File: src/rtl/edge_qual_pkg.sv
package edge_qual_pkg;

  typedef enum logic [1:0] {
    ST_SLEEP = 2'b00,
    ST_START = 2'b01,
    ST_CHECK = 2'b10,
    ST_RECV  = 2'b11
  } qual_state_e;

  // Two transitions per bit, three bits per selector step.
  function automatic logic [4:0] checks_needed(input logic [1:0] sel);
    return 5'(sel) * 5'd6;
  endfunction

  function automatic logic gap_in_window(input logic [15:0] gap,
                                         input logic [15:0] lo,
                                         input logic [15:0] hi);
    return (gap >= lo) && (gap <= hi);
  endfunction

endpackage

File: src/rtl/eq_sync_edge.sv
module eq_sync_edge #(
  parameter int STAGES = 2
) (
  input  logic clk,
  input  logic rst_n,
  input  logic din,
  output logic data_o,
  output logic edge_o
);
  localparam int SH_W = STAGES + 1;

  logic [SH_W-1:0] sh_q;

  always_ff @(posedge clk) begin
    if (!rst_n) sh_q <= '0;
    else        sh_q <= {sh_q[SH_W-2:0], din};
  end

  assign data_o = sh_q[STAGES-1];
  assign edge_o = sh_q[STAGES-1] ^ sh_q[STAGES];

endmodule

File: src/rtl/eq_interval_timer.sv
module eq_interval_timer #(
  parameter int CNT_W = 8
) (
  input  logic             clk,
  input  logic             rst_n,
  input  logic             tick_i,
  input  logic             restart_i,
  output logic [CNT_W-1:0] cnt_o
);
  localparam logic [CNT_W-1:0] CNT_MAX = '1;

  logic [CNT_W-1:0] cnt_q;

  always_ff @(posedge clk) begin
    if (!rst_n)                          cnt_q <= '0;
    else if (restart_i)                  cnt_q <= tick_i ? CNT_W'(1) : '0;
    else if (tick_i && cnt_q != CNT_MAX) cnt_q <= cnt_q + CNT_W'(1);
  end

  assign cnt_o = cnt_q;

  assert_restart_low_R3: assert property (@(posedge clk) disable iff (!rst_n)
    restart_i |=> (cnt_q <= CNT_W'(1)));

  assert_tick_gate_R11: assert property (@(posedge clk) disable iff (!rst_n)
    (!tick_i && !restart_i) |=> $stable(cnt_q));

endmodule

File: src/rtl/eq_startup_timer.sv
module eq_startup_timer #(
  parameter int SU_W = 8
) (
  input  logic            clk,
  input  logic            rst_n,
  input  logic            clear_i,
  input  logic            run_i,
  input  logic            tick_i,
  input  logic [SU_W-1:0] len_i,
  output logic            done_o
);
  logic [SU_W-1:0] cnt_q;

  assign done_o = (cnt_q >= len_i);

  always_ff @(posedge clk) begin
    if (!rst_n)                          cnt_q <= '0;
    else if (clear_i)                    cnt_q <= '0;
    else if (run_i && tick_i && !done_o) cnt_q <= cnt_q + SU_W'(1);
  end

  assert_startup_gate_R2: assert property (@(posedge clk) disable iff (!rst_n)
    (!tick_i && !clear_i) |=> $stable(cnt_q));

endmodule

File: src/rtl/eq_check_fsm.sv
module eq_check_fsm
  import edge_qual_pkg::*;
#(
  parameter int CNT_W = 8
) (
  input  logic             clk,
  input  logic             rst_n,
  input  logic             start_i,
  input  logic             su_done_i,
  input  logic             edge_i,
  input  logic [CNT_W-1:0] gap_i,
  input  logic [CNT_W-1:0] lo_i,
  input  logic [CNT_W-1:0] hi_i,
  input  logic [1:0]       sel_i,
  output qual_state_e      state_o,
  output logic             su_clear_o,
  output logic             su_run_o
);
  qual_state_e state_q;
  logic        armed_q;
  logic [4:0]  pass_q;
  logic [4:0]  need;
  logic        judging;
  logic        ev_pass;
  logic        ev_short;
  logic        ev_long;
  logic        ev_fail;
  logic        ev_done;

  assign need     = checks_needed(sel_i);
  assign judging  = (state_q == ST_CHECK) && armed_q;
  assign ev_pass  = judging && edge_i && gap_in_window(16'(gap_i), 16'(lo_i), 16'(hi_i));
  assign ev_short = judging && edge_i && (gap_i < lo_i);
  assign ev_long  = judging && (gap_i > hi_i);
  assign ev_fail  = ev_short || ev_long;
  assign ev_done  = ev_pass && ((pass_q + 5'd1) == need);

  assign su_clear_o = start_i;
  assign su_run_o   = (state_q == ST_START);
  assign state_o    = state_q;

  always_ff @(posedge clk) begin
    if (!rst_n) begin
      state_q <= ST_SLEEP;
      armed_q <= 1'b0;
      pass_q  <= '0;
    end else if (start_i) begin
      state_q <= ST_START;
      armed_q <= 1'b0;
      pass_q  <= '0;
    end else begin
      case (state_q)
        ST_START: if (su_done_i) state_q <= (need == 5'd0) ? ST_RECV : ST_CHECK;
        ST_CHECK: begin
          if (ev_fail)       state_q <= ST_SLEEP;
          else if (ev_done)  state_q <= ST_RECV;
          else if (ev_pass)  pass_q  <= pass_q + 5'd1;
          if (edge_i && !armed_q) armed_q <= 1'b1;
        end
        default: ;
      endcase
    end
  end

  assert_sleep_hold_R10: assert property (@(posedge clk) disable iff (!rst_n)
    (state_q == ST_SLEEP && !start_i) |=> (state_q == ST_SLEEP));

  assert_recv_hold_R10: assert property (@(posedge clk) disable iff (!rst_n)
    (state_q == ST_RECV && !start_i) |=> (state_q == ST_RECV));

  assert_fail_sleep_R5: assert property (@(posedge clk) disable iff (!rst_n)
    (ev_fail && !start_i) |=> (state_q == ST_SLEEP));

  assert_pass_bound_R7: assert property (@(posedge clk) disable iff (!rst_n)
    (state_q == ST_CHECK) |-> (pass_q < need));

  assert_start_entry_R2: assert property (@(posedge clk) disable iff (!rst_n)
    start_i |=> (state_q == ST_START));

endmodule

File: src/rtl/edge_window_qualifier.sv
module edge_window_qualifier
  import edge_qual_pkg::*;
#(
  parameter int CNT_W     = 8,
  parameter int SU_W      = 8,
  parameter int SYNC_STGS = 2
) (
  input  logic             clk,
  input  logic             rst_n,
  input  logic             tick,
  input  logic             start,
  input  logic             din,
  input  logic [CNT_W-1:0] win_lo,
  input  logic [CNT_W-1:0] win_hi,
  input  logic [SU_W-1:0]  startup_len,
  input  logic [1:0]       bit_sel,
  output logic             dout,
  output logic [1:0]       state_o
);
  logic             din_sync;
  logic             din_edge;
  logic [CNT_W-1:0] gap_cnt;
  logic             su_done;
  logic             su_clear;
  logic             su_run;
  qual_state_e      state;

  eq_sync_edge #(.STAGES(SYNC_STGS)) u_sync (
    .clk(clk), .rst_n(rst_n), .din(din), .data_o(din_sync), .edge_o(din_edge)
  );

  eq_interval_timer #(.CNT_W(CNT_W)) u_gap (
    .clk(clk), .rst_n(rst_n), .tick_i(tick), .restart_i(din_edge), .cnt_o(gap_cnt)
  );

  eq_startup_timer #(.SU_W(SU_W)) u_su (
    .clk(clk), .rst_n(rst_n), .clear_i(su_clear), .run_i(su_run),
    .tick_i(tick), .len_i(startup_len), .done_o(su_done)
  );

  eq_check_fsm #(.CNT_W(CNT_W)) u_fsm (
    .clk(clk), .rst_n(rst_n), .start_i(start), .su_done_i(su_done),
    .edge_i(din_edge), .gap_i(gap_cnt), .lo_i(win_lo), .hi_i(win_hi),
    .sel_i(bit_sel), .state_o(state), .su_clear_o(su_clear), .su_run_o(su_run)
  );

  assign dout    = (state == ST_RECV) ? din_sync : 1'b0;
  assign state_o = state;

  assert_dout_quiet_R9: assert property (@(posedge clk) disable iff (!rst_n)
    (state_o != 2'b11) |-> (dout == 1'b0));

endmodule

File: config.mk
export PLATFORM = sky130hd
export DESIGN_NAME = edge_window_qualifier
export DESIGN_NICKNAME = d
export VERILOG_FILES = /design/src/rtl/edge_qual_pkg.sv /design/src/rtl/eq_sync_edge.sv /design/src/rtl/eq_interval_timer.sv /design/src/rtl/eq_startup_timer.sv /design/src/rtl/eq_check_fsm.sv /design/src/rtl/edge_window_qualifier.sv
export SDC_FILE = /design/constraint.sdc
export NUM_CORES = 1
export LEC_CHECK = 0
export ABC_AREA = 1
export BUFFER_PORTS_ARGS = -buffer_cell sky130_fd_sc_hd__buf_2
export CAP_MARGIN = 0
export CORE_ASPECT_RATIO = 1.5
export CORE_MARGIN = 3
export CORE_UTILIZATION = 57
export DETAILED_ROUTE_END_ITERATION = 7
export PLACE_DENSITY = 0.8
export SYNTH_ARGS = -nofsm -noshare
export SYNTH_HDL_FRONTEND = slang
export SYNTH_SLANG_ARGS = --single-unit
File: constraint.sdc
create_clock -name clk -period 2.15 [get_ports clk]
set_input_delay 0.215 -clock clk [delete_from_list [all_inputs] [get_ports clk]]
set_output_delay 0.215 -clock clk [all_outputs]
set_load 0.02 [all_outputs]
## Yosys cells after proc, flatten, opt, wreduce, memory -nomap -nowiden

Index checks and enable logic that the tools add are counted.

- Add/subtract/negate cells: 3
- Multipliers: 1
- $lt $le $gt $ge: 5
- Equal/unequal tests: 9
- Mux-type cells: 10
- Bitwise gates (word level): 4
- Reductions and logical operators: 23

Operators with widths:

| kind | count |
|---|---|
| 8-bit by 1-bit adder with 8-bit output, second input constant | 2 |
| 8-bit >= comparator | 2 |
| 8-bit two-way mux | 2 |
| 1-bit logical AND | 11 |
| 8-bit > comparator | 1 |
| 8-bit <= comparator | 1 |
| 8-bit less-than comparator | 1 |
| 8-bit inequality test, second input constant | 1 |
| 2-bit two-way mux | 3 |
| 3-bit AND reduction | 2 |
| 5-bit by 1-bit adder with 5-bit output, second input constant | 1 |
| 5-bit == test | 1 |
| 5-bit logical NOT | 1 |
| 2-bit == test, second input constant | 2 |
| 2-bit by 2-bit multiplier with 4-bit output, second input constant | 1 |
| 1-bit two-way mux | 4 |
| 4-bit by 2-bit inequality test with 1-bit output, second input constant | 1 |
| 2-bit case mux with 2 select lines | 1 |
| 4-bit AND reduction | 1 |
| 2-bit nonzero test | 2 |
| 3-bit by 1-bit inequality test with 1-bit output, second input constant | 1 |
| 3-bit inequality test, second input constant | 1 |
| 1-bit NOT | 3 |
| 3-bit nonzero test | 1 |
| other kinds (7) | 8 |

- Bits in registers: 27
- Input port bits: 31
- Word-level logic and storage cells: 62

## Depth between registers and ports, before layout

Gate-level depths: netlist of run 1.

- Depth in word-level cells: 9
- Mapped depth: 17

## Hierarchy

Synthesis of run 1 repeated with hierarchy kept, for this count alone.

- Cell total of the unflattened synthesis: 385
- Area total of the unflattened synthesis: 2402.3 sq um

Modules (own cells, without submodules):

| module | instances | cells each | area an instance (sq um) |
|---|---|---|---|
| eq_check_fsm | 1 | 166 | 1028.5 |
| eq_startup_timer | 1 | 127 | 767.0 |
| eq_interval_timer | 1 | 75 | 491.7 |
| eq_sync_edge | 1 | 14 | 101.3 |
| edge_window_qualifier | 1 | 3 | 13.8 |

## Worst setup path before layout of run 1

No wires, ideal clock.

- Path kind: register to register
- Start point: reg u_su.cnt_q[5]
- End point: reg u_su.cnt_q[0]
- Data arrival time: 1.602 ns
- Required time: 2.031 ns
- Path slack: 0.429 ns
- Stages on the path, launching flop included: 10
- Buffers on the path: 1
- Cells stage by stage: dfxtp_1 > ha_1 > a21oi_1 > nor2_1 > a211oi_1 > and3_1 > buf_2 > nand2_2 > o21ai_0 > a21oi_1

- Longest elaborated chain between the ends: 3

Ends and longest elaborated chain:

| item | RTL line | source |
|---|---|---|
| from (decl) | eq_startup_timer.sv:12 | `logic [SU_W-1:0] cnt_q;` |
| from (signal assigned) | eq_startup_timer.sv:19 | `else if (run_i && tick_i && !done_o) cnt_q <= cnt_q + SU_W'(1);` |
| 8-bit >= comparator | eq_startup_timer.sv:14 | `assign done_o = (cnt_q >= len_i);` |
| 1-bit logical NOT | eq_startup_timer.sv:19 |  |
| 1-bit logical AND | eq_startup_timer.sv:19 |  |

No other way between the ends.
A chain may end at the register's enable or synchronous reset.

## Worst setup path in the final report of run 1

Same ends and word-level chain as after synthesis.

==> flow_summary_export.csv, run 1 <==
group,metric,value,unit
setup_path,crit_path_max_fanout,9,
power,p_sw,0.000264,W
floorplanning,start_util,61.0,%
status,outcome,"finished, final reports clean",
timing,drv_slew,0,
yosys,ys_ff_latch,27,
worst_hold_path,hp-class,"primary input to register",
global_route,grt_max_degree,15,
setup_path,cp.required,2.31,ns
setup_path,cp.buffers_inverters,0,
power,p_total,0.000982,W
global_route,grt_overflow,0,
clock_tree,cts_sinks,27,
yosys,synthesis.nets,382,
setup_path,cp_common_cell,"a21oi_1",
setup_path,path_class,"register to register",
final_layout,drive_gt1_share,14.5,%
power,p_sw_share,26.9,%
timing,finClkSkew,0.00483,ns
clock_tree,cts.repair.resized,0,
final_layout,syn2layout_area_growth,13.8,%
yosys,syn-cell-area,2140,um^2
setup_path,endpoint_kind,"register",
timing,maxSlewHeadroom,76.5,%
floorplanning,die_area,4550,um^2
detailed_routing,routedWlPerCell,11.0,um
clock_tree,clk_latency,0.27,ns
place,hpwl,3810,um
setup_path,crit_path_start_kind,"register",
global_route,grtUsageMet3,3.18,%
final_layout,antenna_cells,0,
clock_tree,post_cts_buffers,0,
power,power_density,402,nW/um^2
clock_tree,clockBufferDepth,2,
detailed_routing,drt-total-wl,4430,um
yosys,ys.warnings.count,0,
clock_tree,cts_buffers,3,
setup_path,cp_slowest_cell,"and3_1",
detailed_routing,dr.pass1.iters,4,
power,pwr-share-comb,18.4,%
detailed_routing,drc,0,
place,portBuffers,33,
yosys,synth_edf_count,0,
clock_tree,postCtsHoldBufs,0,
global_route,grtUsageMet2,43.1,%
timing,rsz0062_at_grt,"false",
place,gp_congestion,0.884,
floorplanning,coreArea,3510,um^2
timing,min_period_over_period,90.4,%
clock_tree,root_buffer,"clkbuf_8",
detailed_routing,viasPerCell,5.16,
timing,tightestPinTransition,0.350,ns
final_layout,fillerInstances,311,
setup_path,path_cells,"ha_1 > a21oi_1 > nor2_1 > a211oi_1 > and3_1 > nand2_2 > o21ai_0 > a21oi_1",
power,power_leakage,1.34,nW
power,intPower,0.000717,W
timing,hold_viol_final,0,
global_route,grt_pass1_wl,7800,um
floorplanning,fp.dieH,81.1,um
final_layout,finalNetCount,424,
yosys,netlist_instances,318,
clock_tree,htreeDepth,1,
detailed_routing,drt_iter0_markers,61,
yosys,synth.avg_cell_area,6.74,um^2
yosys,synth_flop_cell,"dfxtp_1",
flow_run,max_cap_viol_count,0,
timing,fin_crit,1.94,ns
power,pwr-share-seq,53.0,%
clock_tree,cts_tree,"yes",
global_route,met1_usage,20.4,%
power,vdd_drop_max,0.569,mV
global_route,grt_antenna_before_repair,0,
detailed_routing,vias,2068,
timing,fin_setup_tns,0,ns
global_route,grt_pass1_vias,1975,
timing,setup_viol,0,
global_route,grt-busiest-layer,"met2",
timing,fmax,514,MHz
power,clockPowerShare,28.6,%
floorplanning,num_rows,26,
clock_tree,cts.reportedPaths.clkPinSlew,0.09,ns
floorplanning,io_pins,34,
yosys,yosysUniqueCellTypes,32,
detailed_routing,drtAntennaViolNets,0,
setup_path,cpPeakStageDelay,0.40,ns
yosys,yosysSeqAreaShare,25.2,%
floorplanning,fp.dieW,56.1,um
setup_path,cp_top_family,"simple AND/OR/NAND/NOR gates",
global_route,grt_usage,21.0,%
setup_path,crit_arrival,2.11,ns
yosys,ys_async_sr_fraction,0,%
state kept, by name, indices dropped and copies added, names as in the netlist:
name and cells:
u_sync.sh_q 3, u_fsm.armed_q 1, u_su.cnt_q 8, u_fsm.pass_q 5, u_gap.cnt_o 8, u_fsm.state_o 2
per-stage QoR:
stage               cells  setup slack (ns)  util, %  cell area [um^2]  hold WS, ns
floorplan             318             0.429        -              2140        0.308
global placement      397             0.306     68.1              2390        0.396
detailed placement    397             0.201     68.1              2390        0.404
CTS                   401             0.219     69.4              2440        0.124
global route          401            0.0463     69.4              2440        0.129
finish                401             0.206     69.4              2440        0.123
metal layers:
| metal | share of wire, % | up-vias |
|---|---|---|
| met3 | 3.1 | 12 |
| met1 | 37 | 917 |
| met2 | 57 | 42 |
| met5 | 0 | - |
| met4 | 2.5 | 0 |
| li1 | - | 1097 |
cells in the mapped netlist, drive strengths merged, types with 5 or more instances:
cell / count / share of area [%]
a21oi: 26 / 6.2
dfxtp: 27 / 25
ha: 33 / 19
inv: 70 / 12
nand2: 67 / 13
nand3: 22 / 5.4
nand4: 10 / 2.9
nor2: 23 / 4.3
nor3: 5 / 1.2
o21ai: 11 / 2.6
xor2: 7 / 2.9
power groups by stage:
| stage | registers (W) | clock network, W | logic, W |
|---|---|---|---|
| floorplan | 0.000534 | 0 | 0.000114 |
| global placement | 0.000532 | 0 | 0.000174 |
| detailed placement | 0.000532 | 0 | 0.000181 |
| CTS | 0.000520 | 0.000288 | 0.000183 |
| global route | 0.000522 | 0.000310 | 0.000212 |
| finish | 0.000520 | 0.000280 | 0.000181 |
logic make-up after synthesis:
group / count (synthesis) / share of synthesized area [%]
simple gates: 133 / 28.0
xor+xnor: 8 / 3.27
buf+inv: 72 / 12.7
fa+ha+maj: 33 / 19.3
compound gates: 45 / 11.6
flops: 27 / 25.2
worst register-to-register path, cell delays in order, from the launching register on:
cell	delay, ns
dfxtp_1	0.33
ha_1	0.29
a21oi_1	0.13
nor2_1	0.05
a211oi_1	0.24
and3_1	0.40
nand2_2	0.17
o21ai_0	0.18
a21oi_1	0.05
worst paths after layout:
check / from / end / slack (ns) / cells after the start
max: u_su.cnt_q[5] / u_su.cnt_q[0] / 0.21 / 8
min: din / u_sync.sh_q[0] / 0.12 / 3
max reg2reg: u_su.cnt_q[5] / u_su.cnt_q[0] / 0.21 / 8
min reg2reg: u_sync.sh_q[0] / u_sync.sh_q[1] / 0.42 / 2
cell usage in the layout, fill, tap and decap left out, types with 2 or more instances in the layout:
cell and n:
dfxtp_1 27, nand2_1 62, and3_1 2, ha_1 33, o21ai_0 10, xor2_1 7
buf_4 5, a21oi_1 25, buf_2 33, o21bai_1 2, nor3_1 5, nor2_2 2
nand2_2 4, clkbuf_8 3, nand3_1 21, inv_1 69, o21a_1 2, nand4_1 10
nor2_1 21
layout make-up:
cell class	count	area (um^2)	share of cell area, %
repair buffers	38	203	8.31
flip-flops and latches	27	541	22.2
well taps	42	52.6	2.15
multi-input cells	219	1330	54.6
inverters	71	267	10.9
clock buffers	4	45.0	1.85
Power figures use the tool's default switching activity.
==> inputs of run 2 (changes only) <==
--- a/config.mk
+++ b/config.mk
@@ -12,6 +12,7 @@
 export CORE_MARGIN = 3
 export CORE_UTILIZATION = 57
 export DETAILED_ROUTE_END_ITERATION = 7
+export GPL_TIMING_DRIVEN = 0
 export PLACE_DENSITY = 0.8
 export SYNTH_ARGS = -nofsm -noshare
 export SYNTH_HDL_FRONTEND = slang
==> flow_summary_export.csv, run 2 (synthesis gave the netlist of run 1 again) <==
group,metric,value,unit
final_layout,syn2layout_area_growth,12.4,%
clock_tree,post_cts_buffers,0,
clock_tree,cts.reportedPaths.clkPinSlew,0.10,ns
status,outcome,"finished, final reports clean",
final_layout,final_common_cell,"inv_1",
final_layout,fillerInstances,334,
final_layout,seqCellArea,541,um^2
timing,min_period_over_period,92.2,%
final_layout,utilization,68.6,%
timing,fmax,505,MHz
setup_path,cp.required,2.31,ns
timing,setup_viol,0,
detailed_routing,drt-total-wl,4380,um
floorplanning,start_util,61.0,%
global_route,grt_pass1_vias,1947,
clock_tree,cts_tree,"yes",
detailed_routing,dr.pass1.iters,4,
place,portBuffers,33,
setup_path,crit_arrival,2.14,ns
timing,hold_viol_final,0,
worst_hold_path,hold_start,"din",
final_layout,multiInputGateArea,1330,um^2
detailed_routing,drc,0,
clock_tree,htreeDepth,1,
clock_tree,cts.repair.resized,0,
detailed_routing,drtAntennaViolNets,0,
timing,drv_slew,0,
floorplanning,die_area,4550,um^2
final_layout,layout_common_cells,"inv_1 (69), nand2_1 (62), buf_2 (34)",
clock_tree,clockBufferDepth,2,
timing,fin_crit,1.98,ns
worst_hold_path,hp-class,"primary input to register",
final_layout,antenna_cells,0,
power,power_density,412,nW/um^2
timing,fin_setup_tns,0,ns
timing,worst_slack,0.168,ns
clock_tree,cts_sinks,27,
global_route,grt_antenna_before_repair,0,
global_route,grt_overflow,0,
detailed_routing,vias,2023,
power,power_leakage,1.32,nW
floorplanning,io_pins,34,
global_route,grt_usage,20.3,%
place,preCtsSetupSlack,0.124,ns
setup_path,crit_path_start_kind,"register",
final_layout,drive_gt1_share,13.8,%
setup_path,endpoint_kind,"register",
floorplanning,coreArea,3510,um^2
place,hpwl,3680,um
detailed_routing,routedWlPerCell,11.0,um
power,p_total,0.000994,W
clock_tree,clk_latency,0.28,ns
setup_path,path_class,"register to register",
setup_path,crit_path_max_fanout,8,
setup_path,r2r-start,"u_gap.cnt_o[3]",
floorplanning,num_rows,26,
floorplanning,fp.dieW,56.1,um
detailed_routing,viasPerCell,5.10,
global_route,grt_max_degree,17,
final_layout,finalNetCount,420,
flow_run,max_cap_viol_count,0,
clock_tree,root_buffer,"clkbuf_8",
clock_tree,postCtsHoldBufs,0,
setup_path,crit_start,"u_gap.cnt_o[3]",
power,vdd_drop_max,0.527,mV
global_route,grt_pass1_wl,7580,um
place,gp_congestion,0.818,
timing,tightestPinTransition,0.590,ns
timing,finClkSkew,0.0186,ns
detailed_routing,drt_iter0_markers,46,
floorplanning,fp.dieH,81.1,um
clock_tree,cts_buffers,3,
timing,maxSlewHeadroom,60.5,%
timing,rsz0062_at_grt,"false",
[run 2: changes by cell type in the layout (fill, tap and decap cells not counted)]
cell	before	now
clkbuf_1	1	0
buf_2	33	34
clkinvlp_4	0	1
buf_4	5	0
[run 2: routing by layer]
metal  global-route usage, %  up-vias  wire [um]  share of wire, %
li1                        -     1088          -                 -
met1                    19.4      911       1690                39
met2                    43.2       20       2560                58
met3                    2.54        4         79               1.8
met4                    6.41        0         46               1.1
met5                       0        -          0                 0
[run 2: stage by stage]
step	cells	hold slack [ns]	instance area, um^2
3_5_place_dp	393	0.402	2360
3_3_place_gp	393	0.398	2360
2_1_floorplan	318	0.308	2140
5_1_grt	397	0.114	2410
4_1_cts	397	0.106	2410
6_report	397	0.108	2410
[run 2: critical path: stages (launching register included)]
cell      delay (ns)
dfxtp_1         0.45
ha_1            0.29
nand2_1         0.07
inv_1           0.05
nand2_1         0.06
nand2_1         0.05
nand2_1         0.05
nand2_1         0.06
a21boi_0        0.20
and2_1          0.20
nand2_4         0.09
o21ai_0         0.21
a21oi_1         0.07
[run 2: report_power, final]
| group | switching [W] | internal (W) | total, W |
|---|---|---|---|
| clock | 0.000163 | 0.000132 | 0.000295 |
| sequential | 0.0000103 | 0.000510 | 0.000520 |
| combinational | 0.000106 | 0.0000732 | 0.000179 |
[run 2: final timing paths]
path                          end  slack (ns)  depth (start not counted)
setup / recovery  u_fsm.pass_q[4]        0.17                         12
hold / removal     u_sync.sh_q[0]        0.11                          3
setup reg to reg  u_fsm.pass_q[4]        0.17                         12
hold reg to reg    u_sync.sh_q[1]        0.42                          2
[run 2: final cells by class]
type | instances | share of cell area, %
multi-input combinational | 219 | 55.2
sequential | 27 | 22.4
inverter | 71 | 11.1
timing repair buffer | 33 | 6.85
tap | 42 | 2.18
clock buffer | 3 | 1.71
clock inverter | 1 | 0.312
buffer | 1 | 0.208
